==> src/rtl/flash_cmd_pkg.sv <==
package flash_cmd_pkg;

  localparam int CMP_W = 12;

  localparam logic [CMP_W-1:0] KEY_ADDR_A = 12'h555;
  localparam logic [10:0]      KEY_ADDR_B = 11'h2AA;

  localparam logic [7:0] KEY_DATA_A = 8'hAA;
  localparam logic [7:0] KEY_DATA_B = 8'h55;
  localparam logic [7:0] OP_PROG    = 8'hA0;
  localparam logic [7:0] OP_ERASE   = 8'h80;
  localparam logic [7:0] OP_CHIP    = 8'h10;
  localparam logic [7:0] OP_SECT    = 8'h30;
  localparam logic [7:0] OP_LOCK    = 8'h40;
  localparam logic [7:0] OP_ID_IN   = 8'h90;
  localparam logic [7:0] OP_ID_OUT  = 8'hF0;

  typedef enum logic [2:0] {
    S_IDLE,
    S_KEY1,
    S_KEY2,
    S_PROG,
    S_ERA1,
    S_ERA2,
    S_ERA3
  } seqState_t;

  typedef struct packed {
    logic capture;
    logic progGo;
    logic chipGo;
    logic sectGo;
    logic lockGo;
    logic idInGo;
    logic idOutGo;
  } cmdStrobe_t;

endpackage

==> src/rtl/flash_cmd_ctrl.sv <==
module flash_cmd_ctrl
  import flash_cmd_pkg::*;
(
  input  logic                    clk,
  input  logic                    rstN,
  input  logic                    wrValid,
  input  logic                    busy,
  input  logic [CMP_W-1:0]        lowAddr,
  input  logic [7:0]              wrData,
  input  logic                    isBootAddr,
  input  logic                    bootLocked,
  output cmdStrobe_t              strobe
);

  seqState_t stateQ;
  seqState_t stateD;
  logic      hitA;
  logic      hitB;
  logic      guarded;

  assign hitA    = (lowAddr == KEY_ADDR_A);
  assign hitB    = (lowAddr[10:0] == KEY_ADDR_B);
  assign guarded = bootLocked && isBootAddr;

  always_comb begin
    stateD = stateQ;
    strobe = '0;
    if (wrValid && !busy) begin
      if (stateQ != S_PROG && wrData == OP_ID_OUT) begin
        strobe.idOutGo = 1'b1;
        stateD         = S_IDLE;
      end else begin
        unique case (stateQ)
          S_IDLE: begin
            if (hitA && wrData == KEY_DATA_A) stateD = S_KEY1;
          end
          S_KEY1: begin
            stateD = (hitB && wrData == KEY_DATA_B) ? S_KEY2 : S_IDLE;
          end
          S_KEY2: begin
            stateD = S_IDLE;
            if (hitA) begin
              if (wrData == OP_PROG)       stateD = S_PROG;
              else if (wrData == OP_ERASE) stateD = S_ERA1;
              else if (wrData == OP_ID_IN) strobe.idInGo = 1'b1;
            end
          end
          S_PROG: begin
            stateD = S_IDLE;
            if (!guarded) begin
              strobe.progGo  = 1'b1;
              strobe.capture = 1'b1;
            end
          end
          S_ERA1: begin
            stateD = (hitA && wrData == KEY_DATA_A) ? S_ERA2 : S_IDLE;
          end
          S_ERA2: begin
            stateD = (hitB && wrData == KEY_DATA_B) ? S_ERA3 : S_IDLE;
          end
          S_ERA3: begin
            stateD = S_IDLE;
            if (wrData == OP_SECT) begin
              if (!guarded) begin
                strobe.sectGo  = 1'b1;
                strobe.capture = 1'b1;
              end
            end else if (hitA && wrData == OP_CHIP) begin
              strobe.chipGo = 1'b1;
            end else if (hitA && wrData == OP_LOCK) begin
              strobe.lockGo = 1'b1;
            end
          end
          default: stateD = S_IDLE;
        endcase
      end
    end
  end

  always_ff @(posedge clk) begin
    if (!rstN) stateQ <= S_IDLE;
    else       stateQ <= stateD;
  end

endmodule

==> src/rtl/flash_cmd_dp.sv <==
module flash_cmd_dp
  import flash_cmd_pkg::*;
#(
  parameter int ADDR_W     = 19,
  parameter int BOOT_BYTES = 16384
) (
  input  logic              clk,
  input  logic              rstN,
  input  logic [ADDR_W-1:0] wrAddr,
  input  logic [7:0]        wrData,
  input  cmdStrobe_t        strobe,
  output logic              isBootAddr,
  output logic              progPulse,
  output logic [ADDR_W-1:0] progAddr,
  output logic [7:0]        progData,
  output logic              chipErasePulse,
  output logic              sectErasePulse,
  output logic [ADDR_W-1:0] sectAddr,
  output logic              lockPulse,
  output logic              idEnterPulse,
  output logic              idExitPulse,
  output logic              bootLocked
);

  localparam logic [ADDR_W-1:0] BOOT_LIM = ADDR_W'(BOOT_BYTES);

  generate
    if (BOOT_BYTES > 0) begin : g_boot
      assign isBootAddr = (wrAddr < BOOT_LIM);
    end else begin : g_noboot
      assign isBootAddr = 1'b0;
    end
  endgenerate

  always_ff @(posedge clk) begin
    if (!rstN) begin
      progPulse      <= 1'b0;
      chipErasePulse <= 1'b0;
      sectErasePulse <= 1'b0;
      lockPulse      <= 1'b0;
      idEnterPulse   <= 1'b0;
      idExitPulse    <= 1'b0;
      bootLocked     <= 1'b0;
      progAddr       <= '0;
      progData       <= '0;
      sectAddr       <= '0;
    end else begin
      progPulse      <= strobe.progGo;
      chipErasePulse <= strobe.chipGo;
      sectErasePulse <= strobe.sectGo;
      lockPulse      <= strobe.lockGo;
      idEnterPulse   <= strobe.idInGo;
      idExitPulse    <= strobe.idOutGo;
      if (strobe.lockGo) bootLocked <= 1'b1;
      if (strobe.capture && strobe.progGo) begin
        progAddr <= wrAddr;
        progData <= wrData;
      end
      if (strobe.capture && strobe.sectGo) sectAddr <= wrAddr;
    end
  end

endmodule

==> src/rtl/flash_cmd_seq.sv <==
module flash_cmd_seq
  import flash_cmd_pkg::*;
#(
  parameter int ADDR_W     = 19,
  parameter int BOOT_BYTES = 16384
) (
  input  logic              clk,
  input  logic              rstN,
  input  logic              wrValid,
  input  logic [ADDR_W-1:0] wrAddr,
  input  logic [7:0]        wrData,
  input  logic              chipEraseBusy,
  output logic              progPulse,
  output logic [ADDR_W-1:0] progAddr,
  output logic [7:0]        progData,
  output logic              chipErasePulse,
  output logic              sectErasePulse,
  output logic [ADDR_W-1:0] sectAddr,
  output logic              lockPulse,
  output logic              idEnterPulse,
  output logic              idExitPulse,
  output logic              bootLocked
);

  cmdStrobe_t strobe;
  logic       isBootAddr;

  flash_cmd_ctrl u_ctrl (
    .clk        (clk),
    .rstN       (rstN),
    .wrValid    (wrValid),
    .busy       (chipEraseBusy),
    .lowAddr    (wrAddr[CMP_W-1:0]),
    .wrData     (wrData),
    .isBootAddr (isBootAddr),
    .bootLocked (bootLocked),
    .strobe     (strobe)
  );

  flash_cmd_dp #(
    .ADDR_W     (ADDR_W),
    .BOOT_BYTES (BOOT_BYTES)
  ) u_dp (
    .clk            (clk),
    .rstN           (rstN),
    .wrAddr         (wrAddr),
    .wrData         (wrData),
    .strobe         (strobe),
    .isBootAddr     (isBootAddr),
    .progPulse      (progPulse),
    .progAddr       (progAddr),
    .progData       (progData),
    .chipErasePulse (chipErasePulse),
    .sectErasePulse (sectErasePulse),
    .sectAddr       (sectAddr),
    .lockPulse      (lockPulse),
    .idEnterPulse   (idEnterPulse),
    .idExitPulse    (idExitPulse),
    .bootLocked     (bootLocked)
  );

endmodule

==> config.mk <==
export PLATFORM = sky130hd
export DESIGN_NAME = flash_cmd_seq
export DESIGN_NICKNAME = d
export VERILOG_FILES = /design/src/rtl/flash_cmd_pkg.sv /design/src/rtl/flash_cmd_ctrl.sv /design/src/rtl/flash_cmd_dp.sv /design/src/rtl/flash_cmd_seq.sv
export SDC_FILE = /design/constraint.sdc
export NUM_CORES = 1
export LEC_CHECK = 0
export ABC_AREA = 1
export BUFFER_PORTS_ARGS = -buffer_cell sky130_fd_sc_hd__buf_2
export CORE_ASPECT_RATIO = 0.9
export CORE_MARGIN = 5
export CORE_UTILIZATION = 35
export DETAILED_ROUTE_END_ITERATION = 8
export PLACE_DENSITY = 0.67
export RECOVER_POWER = 100
export SLEW_MARGIN = 10
export SYNTH_ARGS = -nofsm -noshare
export SYNTH_HDL_FRONTEND = slang
export SYNTH_HIERARCHICAL = 1
export SYNTH_SLANG_ARGS = --single-unit
==> constraint.sdc <==
create_clock -name clk -period 1.9 [get_ports clk]
set_input_delay 0.38 -clock clk [delete_from_list [all_inputs] [get_ports clk]]
set_output_delay 0.38 -clock clk [all_outputs]
set_load 0.1 [all_outputs]
==> results.sh <==
export IMPL_yosys_mux_area_fraction_pct=0
export IMPL_gr_total_overflow=0
export IMPL_rr_endpoint="u_dp/progData[5]"
export IMPL_fin_hold_ws_ps=309
export IMPL_number_of_buffers_created_by_cts=5
export IMPL_drt_wirelength_per_cell_um=11.2
export IMPL_crit_path_max_incr_delay_ps=220
export IMPL_clk_latency_ps=300
export IMPL_tritoncts="built"
export IMPL_timing_rr_start="u_ctrl/stateQ[0]"
export IMPL_final_nets=574
export IMPL_timing_slew_headroom_pct=61.0
export IMPL_nFillCells=827
export IMPL_yosys_area_share_adder_pct=0
export IMPL_num_antenna_cells=0
export IMPL_core_area_um2=7580
export IMPL_min_path_cells=3
export IMPL_cts_root_buffer="sky130_fd_sc_hd__clkbuf_8"
export IMPL_detail_route_antenna_nets=0
export IMPL_hold_violation_total_from_the_final_report=0
export IMPL_postPlaceCellArea_um2=3360
export IMPL_die_area_um2=9690
export IMPL_worst_r2r_path_depth=11
export IMPL_post_dp_hpwl_mm=5.60
export IMPL_gr_usage_all_layers_pct=15.5
export IMPL_h_tree_depth=2
export IMPL_grt_pass1_wl_mm=12.1
export IMPL_achievable_frequency_ghz=0.585
export IMPL_totalWireLength_mm=7.18
export IMPL_timing_hold_worst_endpoint="u_dp/progAddr[12]"
export IMPL_drt_drc_violations_left=0
export IMPL_std_cell_rows=30
export IMPL_cellLeakagePower_nw=1.97
export IMPL_yosys_area_share_xor_xnor_pct=0
export IMPL_detailroute_via_count=2771
export IMPL_number_of_global_route_vias_before_repair=2686
export IMPL_critPathCaptureType="flip-flop"
export IMPL_synth_compound_gate_area_share_pct=1.87
export IMPL_area_growth_synth_to_final_pct=26.6
export IMPL_synth_lib_cells_used_distinct=21
export IMPL_outcome="complete, no violations"
export IMPL_top_post_synthesis_cells_by_area="sky130_fd_sc_hd__dfxtp_1 41%, sky130_fd_sc_hd__nand2_1 19%, sky130_fd_sc_hd__nor2_1 16%, sky130_fd_sc_hd__inv_1 10%, sky130_fd_sc_hd__buf_2 2.2%"
export IMPL_worst_hold_startpoint="wrAddr[12]"
export IMPL_finalSetupViolCount=0
export IMPL_category_of_the_most_critical_setup_path="in2reg"
export IMPL_grt_max_degree=39
export IMPL_floorplan_die_width_um=103
export IMPL_unrepaired_setup_endpoints_after_global_routing="no"
export IMPL_worstMarginPinSlew_ps=588
export IMPL_clock_skew_ps=4.28
export IMPL_timing_critical_path_buf_inv=2
export IMPL_cts_hold_buffers_added=0
export IMPL_worstPathCellList="buf_2 > nor2_1 > nand2_1 > nor2_1 > nand3_1 > nand3b_1 > a21oi_1 > nand2_2 > buf_12 > nand2_1 > nand2_1 > nor2_1"
export IMPL_post_synth_and_or_nand_nor_area_fraction_pct=43.7
export IMPL_gp_congestion=0.923
export IMPL_fin_area_um2=3460
export IMPL_cts_path_max_buffers=2
export IMPL_final_period_utilization_pct=90.0
export IMPL_synth_area_per_cell_um2=6.11
export IMPL_place_port_buffers=83
export IMPL_proportion_of_synthesized_chip_area_in_sequential_cells_pct=41.0
export IMPL_max_rail_drop_vdd_uv=267
export IMPL_crit_family="simple AND/OR/NAND/NOR gates"
export IMPL_ys_seq_elements=56
export IMPL_power_density_nw_per_um2=624
export IMPL_setup_reg_to_reg_worst_slack_ps=210
export IMPL_synth_yosys_warnings=6
export IMPL_share_of_the_synthesized_area_in_the_top_cell_type_pct=41.0
export IMPL_layout_cells_most_common="sky130_fd_sc_hd__nand2_1"
export IMPL_drt_first_pass_iters=4
export IMPL_critical_path_slowest_cell="sky130_fd_sc_hd__a21oi_1"
export IMPL_timing_max_cap_violations=0
export IMPL_worst_ep_arrival_time_ps=1950
export IMPL_slew_violations=0
export IMPL_cts_sink_count=56
export IMPL_initial_utilization_pct=36.1
export IMPL_synth_top_family_by_area="simple AND/OR/NAND/NOR gates"
export IMPL_netlist_instances=448
export IMPL_cp_data_required_time_ps=2140
export IMPL_mappedNetlistNets=479
export IMPL_post_synth_instance_area_um2=2740
export IMPL_drt_iter0_drc=80
export IMPL_avgViaCountPerCell=4.33
export IMPL_worst_setup_hold_path_clk_slew_ps=100
export IMPL_period_needed_ps=1710
export IMPL_layout_cells_most_common_list="141 x sky130_fd_sc_hd__nand2_1, 120 x sky130_fd_sc_hd__nor2_1, 73 x sky130_fd_sc_hd__inv_1, 54 x sky130_fd_sc_hd__dfxtp_1, 53 x sky130_fd_sc_hd__clkbuf_2"
export IMPL_yosys_area_top_type="sky130_fd_sc_hd__dfxtp_1"
export IMPL_boundaryPins=84
export IMPL_path_max_fanout=34
export IMPL_layout_drive_gt1_share_pct=22.6
export IMPL_die_height_um=93.9
export IMPL_worst_setup_path_start_kind="primary input"
export IMPL_antenna_found_initial=0
export IMPL_hold_class="in2reg"
-- registers in the layout (all words and copies together) (netlist names) --
name	count
u_dp/idEnterPulse	1
u_dp/sectAddr	19
u_dp/progPulse	1
u_dp/chipErasePulse	1
u_ctrl/stateQ	3
u_dp/bootLocked	1
u_dp/idExitPulse	1
u_dp/lockPulse	1
u_dp/progData	8
u_dp/progAddr	19
u_dp/sectErasePulse	1
-- per-layer routing --
layer,GRT usage (%),share of wire [%]
met4,3.56,0.72
met2,25.4,43
met5,0,0
met3,4.60,8.8
met1,20.0,47
-- where the power goes --
part	switching [mW]	internal (mW)	leakage, nW
registers	0.00000321	1.17	0.452
clock network	0.385	0.466	0.0645
logic	0.0854	0.0522	1.46
-- final cells by class --
class / instances / area [µm²] / share of cell area, %
Tap cell: 96 / 120 / 3.47
Clock buffer: 7 / 96.3 / 2.78
Multi-Input combinational cell: 303 / 1240 / 35.8
Sequential cell: 56 / 1120 / 32.4
Inverter: 74 / 278 / 8.02
Clock inverter: 1 / 30.0 / 0.867
Timing Repair Buffer: 103 / 577 / 16.7
-- cells in the mapped netlist --
cell type / n
sky130_fd_sc_hd__a21oi_1: 5
sky130_fd_sc_hd__a21oi_4: 1
sky130_fd_sc_hd__buf_2: 12
sky130_fd_sc_hd__buf_4: 1
sky130_fd_sc_hd__buf_6: 2
sky130_fd_sc_hd__dfxtp_1: 56
sky130_fd_sc_hd__inv_1: 73
sky130_fd_sc_hd__inv_2: 1
sky130_fd_sc_hd__nand2_1: 141
sky130_fd_sc_hd__nand2_2: 3
sky130_fd_sc_hd__nand3_1: 10
sky130_fd_sc_hd__nand3_2: 2
sky130_fd_sc_hd__nand3b_1: 1
sky130_fd_sc_hd__nand4_1: 4
sky130_fd_sc_hd__nor2_1: 119
sky130_fd_sc_hd__nor2_2: 3
sky130_fd_sc_hd__nor2_4: 3
sky130_fd_sc_hd__nor3_1: 8
sky130_fd_sc_hd__nor4_1: 1
sky130_fd_sc_hd__o21ai_0: 1
sky130_fd_sc_hd__o21ai_1: 1
-- how the worst max path moves through the flow --
stage	start	to	slack, ps	cells past startpoint
floorplan	u_dp/bootLocked	u_dp/sectAddr[7]	10	9
global placement	wrData[1]	u_dp/sectAddr[1]	-10	11
detailed placement	wrData[1]	u_dp/progData[5]	-70	12
CTS	u_ctrl/stateQ[1]	u_dp/progData[5]	110	9
global route	u_ctrl/stateQ[0]	u_dp/progData[5]	40	11
finish	wrData[1]	u_dp/progData[5]	190	12
-- worst register-to-register path: stages, from the launching register on --
cell and delay [ps]:
sky130_fd_sc_hd__dfxtp_2 410, sky130_fd_sc_hd__nand2_2 80, sky130_fd_sc_hd__nor2_4 100, sky130_fd_sc_hd__nor2_1 50, sky130_fd_sc_hd__nand2_1 80, sky130_fd_sc_hd__nand2_1 120
sky130_fd_sc_hd__a21oi_1 230, sky130_fd_sc_hd__nand2_2 150, sky130_fd_sc_hd__buf_12 200, sky130_fd_sc_hd__nand2_1 70, sky130_fd_sc_hd__nand2_1 40, sky130_fd_sc_hd__nor2_1 110
-- repair_timing --
item	CTS	global route
resized for setup	0	3
setup buffers	0	0
setup endpoints to repair	0	46
-- through the flow --
| step | worst slack, ps | util [%] | total power [mW] | TNS [ps] | std cells |
|---|---|---|---|---|---|
| after floorplan | 11.5 | - | 1.25 | 0 | 448 |
| after global placement | -11.8 | 44.3 | 1.34 | -63.8 | 632 |
| after detailed placement | -73.3 | 44.3 | 1.34 | -2250 | 632 |
| after CTS | 113 | 45.9 | 2.19 | 0 | 640 |
| after global routing | 39.8 | 45.7 | 2.26 | 0 | 640 |
| final | 189 | 45.7 | 2.16 | 0 | 640 |
-- kinds of logic (layout without fill, tap and decap cells) --
group,after synthesis,count (layout)
AOI/OAI and AO/OA,8,8
buffers and inverters,89,185
and+or+nand+nor,295,295
DFF,56,56
No activity file was read; power rests on OpenSTA's default activity.
